--- src/rtl/cke_pm_pkg.sv ---
package cke_pm_pkg;

    typedef enum logic [2:0] {
        PM_ACTIVE     = 3'd0,
        PM_ENTER      = 3'd1,
        PM_POWERDOWN  = 3'd2,
        PM_WAKE_RF    = 3'd3,
        PM_DRAIN      = 3'd4,
        PM_SETTLE     = 3'd5,
        PM_WAKE_EXIT  = 3'd6
    } pm_state_e;

    typedef struct packed {
        logic cke;
        logic refresh_allow;
        logic suspended;
        logic access_allow;
    } pm_out_t;

endpackage

--- src/rtl/cke_pm_qualify.sv ---
module cke_pm_qualify #(
    parameter int NUM_QUEUES = 2,
    parameter int RFQ_W      = 3,
    parameter int RF_BATCH   = 4
) (
    input  logic                  pm_enable,
    input  logic                  sdram_present,
    input  logic [NUM_QUEUES-1:0] req_q_empty,
    input  logic [RFQ_W-1:0]      rfq_count,
    input  logic                  pages_closed,
    output logic                  pm_on,
    output logic                  idle_all,
    output logic                  wake,
    output logic                  rf_batch,
    output logic                  rf_empty
);

    localparam logic [RFQ_W-1:0] BATCH_V = RFQ_W'(RF_BATCH);

    logic queues_idle;

    always_comb begin
        queues_idle = &req_q_empty;
        pm_on       = pm_enable & sdram_present;
        rf_empty    = (rfq_count == '0);
        rf_batch    = (rfq_count >= BATCH_V);
        idle_all    = queues_idle & rf_empty & pages_closed;
        // refresh demand never counts as a reason to leave suspend
        wake        = ~pm_on | ~queues_idle;
    end

endmodule

--- src/rtl/cke_guard_timer.sv ---
module cke_guard_timer #(
    parameter int GUARD_CYCLES = 4
) (
    input  logic clk,
    input  logic rst_n,
    input  logic restart,
    output logic done
);

    localparam int CW = (GUARD_CYCLES < 2) ? 1 : $clog2(GUARD_CYCLES + 1);
    localparam logic [CW-1:0] LAST = CW'(GUARD_CYCLES - 1);

    logic [CW-1:0] cnt_q;

    always_ff @(posedge clk) begin
        if (!rst_n || restart) begin
            cnt_q <= '0;
        end else if (cnt_q != LAST) begin
            cnt_q <= cnt_q + 1'b1;
        end
    end

    assign done = (cnt_q == LAST);

endmodule

--- src/rtl/cke_pm_fsm.sv ---
module cke_pm_fsm
    import cke_pm_pkg::*;
(
    input  logic    clk,
    input  logic    rst_n,
    input  logic    pm_on,
    input  logic    idle_all,
    input  logic    wake,
    input  logic    rf_batch,
    input  logic    rf_empty,
    input  logic    guard_done,
    output logic    restart,
    output pm_out_t outs
);

    pm_state_e state_q, state_d;

    // state register
    always_ff @(posedge clk) begin
        if (!rst_n) begin
            state_q <= PM_ACTIVE;
        end else begin
            state_q <= state_d;
        end
    end

    // next-state logic
    always_comb begin
        state_d = state_q;
        unique case (state_q)
            PM_ACTIVE: begin
                if (pm_on && idle_all) state_d = PM_ENTER;
            end
            PM_ENTER: begin
                if (wake)            state_d = PM_ACTIVE;
                else if (rf_batch)   state_d = PM_DRAIN;
                else if (guard_done) state_d = PM_POWERDOWN;
            end
            PM_POWERDOWN: begin
                if (wake)            state_d = PM_WAKE_EXIT;
                else if (rf_batch)   state_d = PM_WAKE_RF;
            end
            PM_WAKE_RF: begin
                if (guard_done)      state_d = wake ? PM_ACTIVE : PM_DRAIN;
            end
            PM_DRAIN: begin
                if (wake)            state_d = PM_ACTIVE;
                else if (rf_empty)   state_d = PM_SETTLE;
            end
            PM_SETTLE: begin
                if (wake)            state_d = PM_ACTIVE;
                else if (rf_batch)   state_d = PM_DRAIN;
                else if (guard_done) state_d = PM_POWERDOWN;
            end
            PM_WAKE_EXIT: begin
                if (guard_done)      state_d = PM_ACTIVE;
            end
            default:                 state_d = PM_ACTIVE;
        endcase
    end

    assign restart = (state_d != state_q);

    // output decode
    always_comb begin
        outs = '{cke: 1'b1, refresh_allow: 1'b0, suspended: 1'b1, access_allow: 1'b0};
        unique case (state_q)
            PM_ACTIVE: begin
                outs.refresh_allow = 1'b1;
                outs.suspended     = 1'b0;
                outs.access_allow  = 1'b1;
            end
            PM_POWERDOWN: outs.cke           = 1'b0;
            PM_DRAIN:     outs.refresh_allow = 1'b1;
            PM_ENTER, PM_WAKE_RF, PM_SETTLE, PM_WAKE_EXIT: ;
            default: ;
        endcase
    end

endmodule

--- src/rtl/sdram_cke_pm.sv ---
module sdram_cke_pm
    import cke_pm_pkg::*;
#(
    parameter int NUM_QUEUES   = 2,
    parameter int RFQ_DEPTH    = 4,
    parameter int RF_BATCH     = RFQ_DEPTH,
    parameter int GUARD_CYCLES = 4,
    parameter int RFQ_W        = $clog2(RFQ_DEPTH + 1)
) (
    input  logic                  clk,
    input  logic                  rst_n,
    input  logic                  pm_enable,
    input  logic                  sdram_present,
    input  logic [NUM_QUEUES-1:0] req_q_empty,
    input  logic [RFQ_W-1:0]      rfq_count,
    input  logic                  pages_closed,
    output logic                  cke,
    output logic                  refresh_allow,
    output logic                  access_allow,
    output logic                  suspended
);

    logic    pm_on, idle_all, wake, rf_batch, rf_empty;
    logic    restart, guard_done;
    pm_out_t outs;

    cke_pm_qualify #(
        .NUM_QUEUES(NUM_QUEUES),
        .RFQ_W     (RFQ_W),
        .RF_BATCH  (RF_BATCH)
    ) u_qual (
        .pm_enable    (pm_enable),
        .sdram_present(sdram_present),
        .req_q_empty  (req_q_empty),
        .rfq_count    (rfq_count),
        .pages_closed (pages_closed),
        .pm_on        (pm_on),
        .idle_all     (idle_all),
        .wake         (wake),
        .rf_batch     (rf_batch),
        .rf_empty     (rf_empty)
    );

    cke_guard_timer #(
        .GUARD_CYCLES(GUARD_CYCLES)
    ) u_guard (
        .clk    (clk),
        .rst_n  (rst_n),
        .restart(restart),
        .done   (guard_done)
    );

    cke_pm_fsm u_fsm (
        .clk       (clk),
        .rst_n     (rst_n),
        .pm_on     (pm_on),
        .idle_all  (idle_all),
        .wake      (wake),
        .rf_batch  (rf_batch),
        .rf_empty  (rf_empty),
        .guard_done(guard_done),
        .restart   (restart),
        .outs      (outs)
    );

    assign cke           = outs.cke;
    assign refresh_allow = outs.refresh_allow;
    assign access_allow  = outs.access_allow;
    assign suspended     = outs.suspended;

endmodule

--- config.mk ---
export PLATFORM = sky130hd
export DESIGN_NAME = sdram_cke_pm
export DESIGN_NICKNAME = d
export VERILOG_FILES = /design/src/rtl/cke_pm_pkg.sv /design/src/rtl/cke_pm_qualify.sv /design/src/rtl/cke_guard_timer.sv /design/src/rtl/cke_pm_fsm.sv /design/src/rtl/sdram_cke_pm.sv
export SDC_FILE = /design/constraint.sdc
export NUM_CORES = 1
export LEC_CHECK = 0
export CAP_MARGIN = 20
export CORE_AREA = 4 4 41 43
export CTS_BUF_LIST = sky130_fd_sc_hd__clkbuf_8
export CTS_CLUSTER_DIAMETER = 200
export DETAILED_ROUTE_END_ITERATION = 7
export DIE_AREA = 0 0 45 47
export DONT_BUFFER_PORTS = 1
export GPL_ROUTABILITY_DRIVEN = 0
export SETUP_SLACK_MARGIN = 0.02
export SLEW_MARGIN = 25
export SYNTH_ARGS = -nofsm -noshare
export SYNTH_HDL_FRONTEND = slang
export SYNTH_SLANG_ARGS = --single-unit
--- constraint.sdc ---
create_clock -name clk -period 1.9 [get_ports clk]
set_input_delay 0.095 -clock clk [delete_from_list [all_inputs] [get_ports clk]]
set_output_delay 0.095 -clock clk [all_outputs]
set_load 0.1 [all_outputs]
==> flow_summary.toml, run 1 <==
[layout]
final_cell_mix = "6 x dfxtp_1, 5 x nor2_1, 5 x buf_4, 4 x o21ai_1"
n_antenna_cell = 0
fillCellCount = 140
mostFrequentLayoutCell = "dfxtp_1"
finalNetCount = 85
syn_to_final_growth_pct = 14.9
layout-drive-gt1-share_pct = 26.8
fin_util_pct = 48.9

[detailed_routing]
drc_errors = 0
viasPerCell = 5.71
drt_pre_antenna_iters = 4
routed_wl_mm = 1.13
route.vias.total = 491
drtIter0Drc = 4
antenna_left = 0
wl_per_cell_um = 13.1

[min_path]
hold_class = "input pin to register"
min_to = "u_fsm.state_q[1]$_SDFF_PN0_"
whs_path_depth = 1
min_from = "rst_n"

[floorplan]
start_util_pct = 42.6
die_x_um = 45
die_h_um = 47
row_count = 13
io_pins = 14
dieArea_um2 = 2120
core_area_um2 = 1300

[timing]
hold_violations = 0
fmax_mhz = 596
skew_ps = 1.21
slew_violations = 0
min_period_ps = 1680
rsz0062_at_grt = "false"
max_slew.worst_pin.slew_ps = 503
setup_violations = 0
finalSetupTns_ps = 0
finalHoldWorstSlack_ps = 25.8
post-route-period-util_pct = 88.3
relSlewSlack_pct = 66.4

[yosys]
syn_area_per_cell_um2 = 8.27
netlist_area_um2 = 554
synthFlopType = "dfxtp_1"
async_flop_share_pct = 0
ys_types = 40
synth_fp_nets = 79
synth_warnings = 0
syn_inst = 67
ys_ff_latch = 6
synth-edff-count = 0
yosysSeqAreaShare_pct = 21.7

[global_route]
grt_max_degree = 17
grt_pass1_wl_mm = 2.08
gr-total-overflow = 0
grt_pass1_vias = 481
antenna_found_initial = 0
grt_usage_pct = 13.8

[critical_path]
rr_endpoint = "u_fsm.state_q[2]$_SDFF_PN0_"
crit_arrival_ps = 1780
endpoint_kind = "register"
rr_startpoint = "u_guard.cnt_q[0]$_SDFFE_PP0N_"
worstSetupStartpointType = "register"
required_ps = 2000
crit_type = "register to register"
reg2reg_depth = 6
cp_max_fo = 11
reg2reg_slack_ps = 220

[power_and_ir_drop]
p_leak_nw = 0.252
max-vdd-ir-drop_v = 0.000348
power_density_nw_per_um2 = 632
power_w = 0.000403

[clock_tree]
cts_tree = "yes"
cts_setup_buffers = 0
cts_buffers = 3
ctsHoldBuffers = 0
h-tree-depth = 1
clkTransAtPathRegs_ps = 30
clk_latency_ps = 220
cts_resized = 0
clock-sinks = 6
cts.path.max_buffers = 2
cts_root_buf = "clkbuf_8"

[place]
hpwl_um = 874
port_buffers = 0

[flow_run]
maxCapViolations = 0

[outcome]
status = "finished clean"
[report_power, final]
group	internal, W	total (W)	switching [W]
logic	0.0000306	0.0000670	0.0000364
registers	0.000140	0.000148	0.00000788
clock network	0.000136	0.000188	0.0000519
total	0.000307	0.000403	0.0000962
[synth_stat cells (2+ instances only)]
cell     n  share of area, %
nor2b_1  2               2.3
dfxtp_1  6                22
and3_1   2               2.3
o21ai_0  2               1.8
inv_1    2               1.4
buf_6    2               4.1
ha_1     2               4.5
inv_2    2               1.4
nand2_1  2               1.4
nor3_1   3               2.7
nand4_1  2               2.3
a31oi_1  2               2.3
buf_2    2               1.8
nor2_1   6               4.1
o21ai_1  4               3.6
a21oi_1  2               1.8
[state kept, by name, indices dropped and copies added, names as in the netlist]
register and flops:
u_guard.cnt_q 3, u_fsm.state_q 3
[worst max path at each step]
stage,start,endpoint,slack [ps],cells after the start
after floorplan,u_fsm.state_q[0]$_SDFF_PN0_,access_allow,3,4
after global placement,u_guard.cnt_q[0]$_SDFFE_PP0N_,u_fsm.state_q[2]$_SDFF_PN0_,270,6
after detailed placement,u_guard.cnt_q[0]$_SDFFE_PP0N_,u_fsm.state_q[2]$_SDFF_PN0_,230,6
after CTS,u_guard.cnt_q[0]$_SDFFE_PP0N_,u_fsm.state_q[2]$_SDFF_PN0_,230,6
after global routing,u_guard.cnt_q[0]$_SDFFE_PP0N_,u_guard.cnt_q[1]$_SDFFE_PP0N_,90,6
final,u_guard.cnt_q[0]$_SDFFE_PP0N_,u_fsm.state_q[2]$_SDFF_PN0_,220,6
[per-stage QoR]
step                worst slack, ps  std cells  area (um2)
floorplan                      2.65         67         559
detailed placement              225         83         596
global placement                266         83         596
global route                   87.6         86         637
finish                          222         86         637
CTS                             227         86         637
[routing by layer]
layer / up-vias / part of all wire (%) / GRT usage [%]
met5: - / 0 / 0
met4: 0 / 0.71 / 8.77
met3: 2 / 5.9 / 4.60
met2: 9 / 46 / 19.8
met1: 221 / 47 / 17.8
li1: 259 / - / -
[logic make-up after synthesis]
logic type | Yosys count | synth area share, %
adder cells (fa/ha/maj) | 2 | 4.51
flip-flops | 6 | 21.7
buffers and inverters | 9 | 9.93
multiplexers | 2 | 3.84
AND/OR/NAND/NOR | 28 | 33.2
XOR/XNOR | 1 | 1.58
AO/OA/AOI/OAI | 19 | 25.3
[final cells by class]
| type | count | area, um2 | share of cell area, % |
|---|---|---|---|
| Timing Repair Buffer | 6 | 57.6 | 9.04 |
| Inverter | 4 | 17.5 | 2.75 |
| Tap cell | 15 | 18.8 | 2.95 |
| Multi-Input combinational cell | 52 | 382 | 59.9 |
| Sequential cell | 6 | 120 | 18.9 |
| Clock buffer | 3 | 41.3 | 6.48 |
[worst max-delay path, cell delays in order (launching register included)]
cell and delay (ps):
dfxtp_1 310, ha_1 190, ha_1 310, and4b_1 260, mux2_2 250, a31oi_1 160, a21boi_1 80
(Power assumes the default switching activity.)
==> run 2: changes to the inputs <==
--- a/config.mk
+++ b/config.mk
@@ -6,11 +6,11 @@
 export NUM_CORES = 1
 export LEC_CHECK = 0
 export CAP_MARGIN = 20
-export CORE_AREA = 4 4 41 43
+export CORE_MARGIN = 4
+export CORE_UTILIZATION = 35
 export CTS_BUF_LIST = sky130_fd_sc_hd__clkbuf_8
 export CTS_CLUSTER_DIAMETER = 200
 export DETAILED_ROUTE_END_ITERATION = 7
-export DIE_AREA = 0 0 45 47
 export DONT_BUFFER_PORTS = 1
 export GPL_ROUTABILITY_DRIVEN = 0
 export SETUP_SLACK_MARGIN = 0.02
==> run 2 against run 1 <==
Against the previous run: power increased by 2.0%; sequential share of layout area decreased by 0.33 points; flip-flop and latch count unchanged; sequential power about the same; die area increased by 8.0%; fmax increased by 4.4%; critical path depth unchanged; first-iteration DRC count increased to 4.5 times the previous value; count of clock-buffer cells in the layout unchanged; combinational power increased by 0.6%; critical endpoint is now u_guard.cnt_q[0]$_SDFFE_PP0N_; largest cell class unchanged; largest power group unchanged; highest routed layer is now met3.
==> flow_summary.toml, run 2 (same netlist as run 1, synthesis figures left out) <==
[timing]
finalHoldWorstSlack_ps = 22.1
post-route-period-util_pct = 84.6
max_slew.worst_pin.slew_ps = 523
hold_violations = 0
skew_ps = 0.139
min_period_ps = 1610
rsz0062_at_grt = "false"
relSlewSlack_pct = 65.1
slew_violations = 0
finalSetupTns_ps = 0
fmax_mhz = 622
setup_violations = 0

[power_and_ir_drop]
p_leak_nw = 0.256
power_density_nw_per_um2 = 634
max-vdd-ir-drop_v = 0.000325

[critical_path]
endpoint_kind = "register"
crit_arrival_ps = 1750
rr_endpoint = "u_guard.cnt_q[0]$_SDFFE_PP0N_"
required_ps = 2040
rr_startpoint = "u_guard.cnt_q[0]$_SDFFE_PP0N_"
crit_type = "register to register"
crit_slowest_cell = "dfxtp_1"
cpPeakStageDelay_ps = 310
worstSetupStartpointType = "register"
reg2reg_depth = 6
cp_max_fo = 11
reg2reg_slack_ps = 290
path_cells = "ha_1 > ha_2 > o21a_1 > o21ai_1 > o2111ai_1 > nor3_1"

[clock_tree]
clk_latency_ps = 220
cts_root_buf = "clkbuf_8"
clock-sinks = 6
cts_tree = "yes"
h-tree-depth = 1
cts_buffers = 3
clkTransAtPathRegs_ps = 40
cts.path.max_buffers = 2
ctsHoldBuffers = 0

[global_route]
use_met2_pct = 19.3
grt_max_degree = 16
gr-usage-met3_pct = 2.63
grt_usage_pct = 12.1
grt.busiest_layer = "met2"
grt_pass1_vias = 474
grt_pass1_wl_mm = 1.95
gr-total-overflow = 0
antenna_found_initial = 0
met1_usage_pct = 15.4

[min_path]
min_to = "u_fsm.state_q[0]$_SDFF_PN0_"
hold_class = "input pin to register"
min_from = "rst_n"
whs_path_depth = 1

[detailed_routing]
routed_wl_mm = 1.20
wl_per_cell_um = 13.7
drt_pre_antenna_iters = 4
drc_errors = 0
route.vias.total = 502
drtIter0Drc = 18
antenna_left = 0
viasPerCell = 5.70

[layout]
fillCellCount = 156
largest_registers = "u_fsm.state_q x3, u_guard.cnt_q x3"
n_antenna_cell = 0
syn_to_final_growth_pct = 16.9
final_cell_mix = "6 x buf_4, 6 x dfxtp_1, 5 x nor2_1, 4 x o21ai_1"
fin_util_pct = 43.0
multi_input_area_um2 = 384
seq_area_um2 = 120
finalNetCount = 86
layout-drive-gt1-share_pct = 29.2

[outcome]
status = "finished clean"

[place]
port_buffers = 0
hpwl_um = 896

[floorplan]
dieArea_um2 = 2280
row_count = 14
die_x_um = 47.8
io_pins = 14
core_area_um2 = 1510
die_h_um = 47.8
start_util_pct = 36.8

[flow_run]
maxCapViolations = 0
## run 2: critical path, delay by kind of cell, from the launching register on
family | cells | cell delay (ps)
adder cells (fa/ha/maj) | 2 | 440
AND/OR/NAND/NOR | 1 | 230
AO/OA/AOI/OAI | 3 | 540
flip-flops | 1 | 310
## run 2: report_power, final
part | internal, W | switching (W)
clock | 0.000136 | 0.0000588
sequential | 0.000140 | 0.00000819
combinational | 0.0000323 | 0.0000352
total | 0.000309 | 0.000102
## run 2: per-stage QoR
step | worst slack (ps) | std cells | power (W) | area, um2
final | 292 | 88 | 0.000411 | 648
after global routing | 153 | 88 | 0.000428 | 648
after CTS | 195 | 88 | 0.000413 | 646
after detailed placement | 212 | 85 | 0.000215 | 604
after global placement | 269 | 85 | 0.000214 | 604
after floorplan | 2.65 | 67 | 0.000204 | 559
## run 2: worst max path at each step
stage | start | to | slack, ps | depth (start not counted)
finish | u_guard.cnt_q[0]$_SDFFE_PP0N_ | u_guard.cnt_q[0]$_SDFFE_PP0N_ | 290 | 6
global placement | u_guard.cnt_q[0]$_SDFFE_PP0N_ | u_fsm.state_q[2]$_SDFF_PN0_ | 270 | 6
detailed placement | u_guard.cnt_q[0]$_SDFFE_PP0N_ | u_guard.cnt_q[0]$_SDFFE_PP0N_ | 210 | 6
CTS | u_guard.cnt_q[0]$_SDFFE_PP0N_ | u_guard.cnt_q[0]$_SDFFE_PP0N_ | 200 | 6
global route | u_guard.cnt_q[0]$_SDFFE_PP0N_ | u_guard.cnt_q[0]$_SDFFE_PP0N_ | 150 | 6
floorplan | u_fsm.state_q[0]$_SDFF_PN0_ | access_allow | 3 | 4
## run 2: per-layer routing
metal,part of all wire [%],routed length (um)
met5,0,0
met4,0,0
met3,4.4,53
met2,50,604
met1,45,544
## run 2: layout make-up
cell class | count | share of cell area [%]
Multi-Input combinational cell | 52 | 59.3
Sequential cell | 6 | 18.5
Timing Repair Buffer | 7 | 10.0
Clock buffer | 3 | 6.37
Tap cell | 16 | 3.09
Inverter | 4 | 2.70
## run 2: what timing repair did
| action | 4_1_cts | 5_1_grt |
|---|---|---|
| endpoints found under the hold margin | 0 | 0 |
| resized for setup | 0 | 1 |
| setup buffers | 0 | 0 |
| setup endpoints to repair | 0 | 1 |
==> run 3: changes to the inputs <==
==> constraint.sdc (replaced) <==
create_clock -name clk -period 1.39 [get_ports clk]
set_input_delay 0.0695 -clock clk [delete_from_list [all_inputs] [get_ports clk]]
set_output_delay 0.0695 -clock clk [all_outputs]
set_load 0.1 [all_outputs]
==> run 3 against run 2 <==
Against the previous run: the flow now finishes with violations (negative setup slack); worst hold slack got worse by 18 ps; cell area up 40%; worst setup slack got worse by 350 ps; register-to-register slack lost 350 ps; power rose by 53%; via count increased by 13%; global-route usage is 3.5 points higher; wire length is 23% higher; largest power group unchanged.
==> flow_summary.toml, run 3 (same netlist as run 1, synthesis figures left out) <==
[power_and_ir_drop]
power_density_nw_per_um2 = 693
p_leak_nw = 0.351
max-vdd-ir-drop_v = 0.000572

[layout]
n_antenna_cell = 0
largest_registers = "u_fsm.state_q x3, u_guard.cnt_q x3"
layout-drive-gt1-share_pct = 56.5
final_cell_area_um2 = 910
mostFrequentLayoutCell = "buf_4"
syn_to_final_growth_pct = 64.1
final_cell_mix = "14 x buf_4, 5 x nor2_1, 4 x o21ai_1, 4 x dfxtp_2"
finalNonFillerCells = 101
fillCellCount = 132
finalNetCount = 99

[place]
port_buffers = 0
dp.cells = 94
dp_slack_ps = -63.7
hpwl_mm = 1.04
dpl_cell_area_um2 = 743

[detailed_routing]
route.vias.total = 565
antenna_left = 0
drt_pre_antenna_iters = 4
drc_errors = 0
viasPerCell = 5.59
routed_wl_mm = 1.47
drtIter0Drc = 8
wl_per_cell_um = 14.6

[global_route]
gr-total-overflow = 0
grt_pass1_wl_mm = 2.40
grt_pass1_vias = 553
grt_max_degree = 12
antenna_found_initial = 0
grt_usage_pct = 15.6

[floorplan]
die_x_um = 47.8
die_h_um = 47.8
start_util_pct = 36.8
io_pins = 14
row_count = 14
dieArea_um2 = 2280
core_area_um2 = 1510

[critical_path]
rr_startpoint = "u_guard.cnt_q[0]$_SDFFE_PP0N_"
worstSetupStartpointType = "register"
reg2reg_slack_ps = -60
endpoint_kind = "register"
cp_max_fo = 7
crit_arrival_ps = 1560
cp-startpoint = "u_guard.cnt_q[0]$_SDFFE_PP0N_"
cpPeakStageDelay_ps = 320
reg2reg_depth = 6
path_common_cell = "ha_4"
crit_type = "register to register"
required_ps = 1500
crit_slowest_cell = "dfxtp_2"
path_cells = "ha_4 > ha_4 > and4b_1 > mux2_4 > a31oi_4 > a21boi_1"

[outcome]
violations = "negative setup slack"
status = "finished with violations"

[clock_tree]
clk_latency_ps = 220
cts_tree = "yes"
clkTransAtPathRegs_ps = 40
cts_root_buf = "clkbuf_8"
cts.path.max_buffers = 2
h-tree-depth = 1
cts_buffers = 3
clock-sinks = 6

[timing]
hold_violations = 0
relSlewSlack_pct = 76.3
rsz0062_at_grt = "true"
slew_violations = 0
min_period_ps = 1450
skew_ps = 4.91
setup_violations = 5
max_slew.worst_pin.slew_ps = 351
fmax_mhz = 690
post-route-period-util_pct = 104
setup_ws_ps = -59.2

[min_path]
whs_path_depth = 1
hold_class = "input pin to register"
min_from = "rst_n"

[flow_run]
maxCapViolations = 0
-- run 3: cell count changes in the layout (fill, tap and decap cells not counted), sizes merged --
cell,before,now
dlygate4sd3,0,1
buf,7,19
-- run 3: worst max-delay path, delay by kind of cell, from the launching register on --
| family | cells | cell delay, ps |
|---|---|---|
| AO/OA/AOI/OAI | 2 | 210 |
| adder cells (fa/ha/maj) | 2 | 340 |
| flip-flops | 1 | 320 |
| multiplexers | 1 | 270 |
| AND/OR/NAND/NOR | 1 | 190 |
-- run 3: cell type report --
class | count | area (um2) | area share, %
tap | 16 | 20.0 | 2.20
inverter | 4 | 22.5 | 2.48
clock buffer | 3 | 41.3 | 4.54
timing repair buffer | 20 | 198 | 21.7
multi-input combinational | 52 | 499 | 54.9
sequential | 6 | 129 | 14.2
-- run 3: final timing paths --
check,end
hold / removal,u_fsm.state_q[0]$_SDFF_PN0_
setup reg to reg,u_fsm.state_q[2]$_SDFF_PN0_
setup / recovery,u_fsm.state_q[2]$_SDFF_PN0_
hold reg to reg,u_guard.cnt_q[1]$_SDFFE_PP0N_
-- run 3: per-layer routing --
layer	up-vias	routed length, um	GRT usage (%)
li1	287	-	-
met1	252	627	18.1
met5	-	0	0
met2	22	700	24.5
met3	4	118	7.14
met4	0	27	6.45
-- run 3: stage by stage --
step | hold slack (ps) | setup TNS [ps] | util (%) | power (W)
finish | 3.85 | -153 | 60.4 | 0.000630
global route | 2.32 | -516 | 60.4 | 0.000670
CTS | 3.55 | -156 | 55.0 | 0.000615
detailed placement | 229 | -205 | 49.3 | 0.000339
global placement | 228 | -134 | 49.3 | 0.000335
floorplan | 215 | -69.4 | - | 0.000304
-- run 3: report_power, final --
group / total [W] / switching, W / internal (W) / leakage (nW)
logic: 0.000162 / 0.0000676 / 0.0000944 / 0.278
registers: 0.000209 / 0.0000159 / 0.000193 / 0.0513
clock network: 0.000259 / 0.0000734 / 0.000186 / 0.0216
-- run 3: what timing repair did --
| action | CTS | global route |
|---|---|---|
| pin swaps | 4 | 8 |
| endpoints found under the setup margin | 7 | 9 |
| hold buffers | 1 | 0 |
| endpoints found under the hold margin | 2 | 0 |
| setup buffers | 2 | 1 |
| gates resized for setup | 7 | 14 |
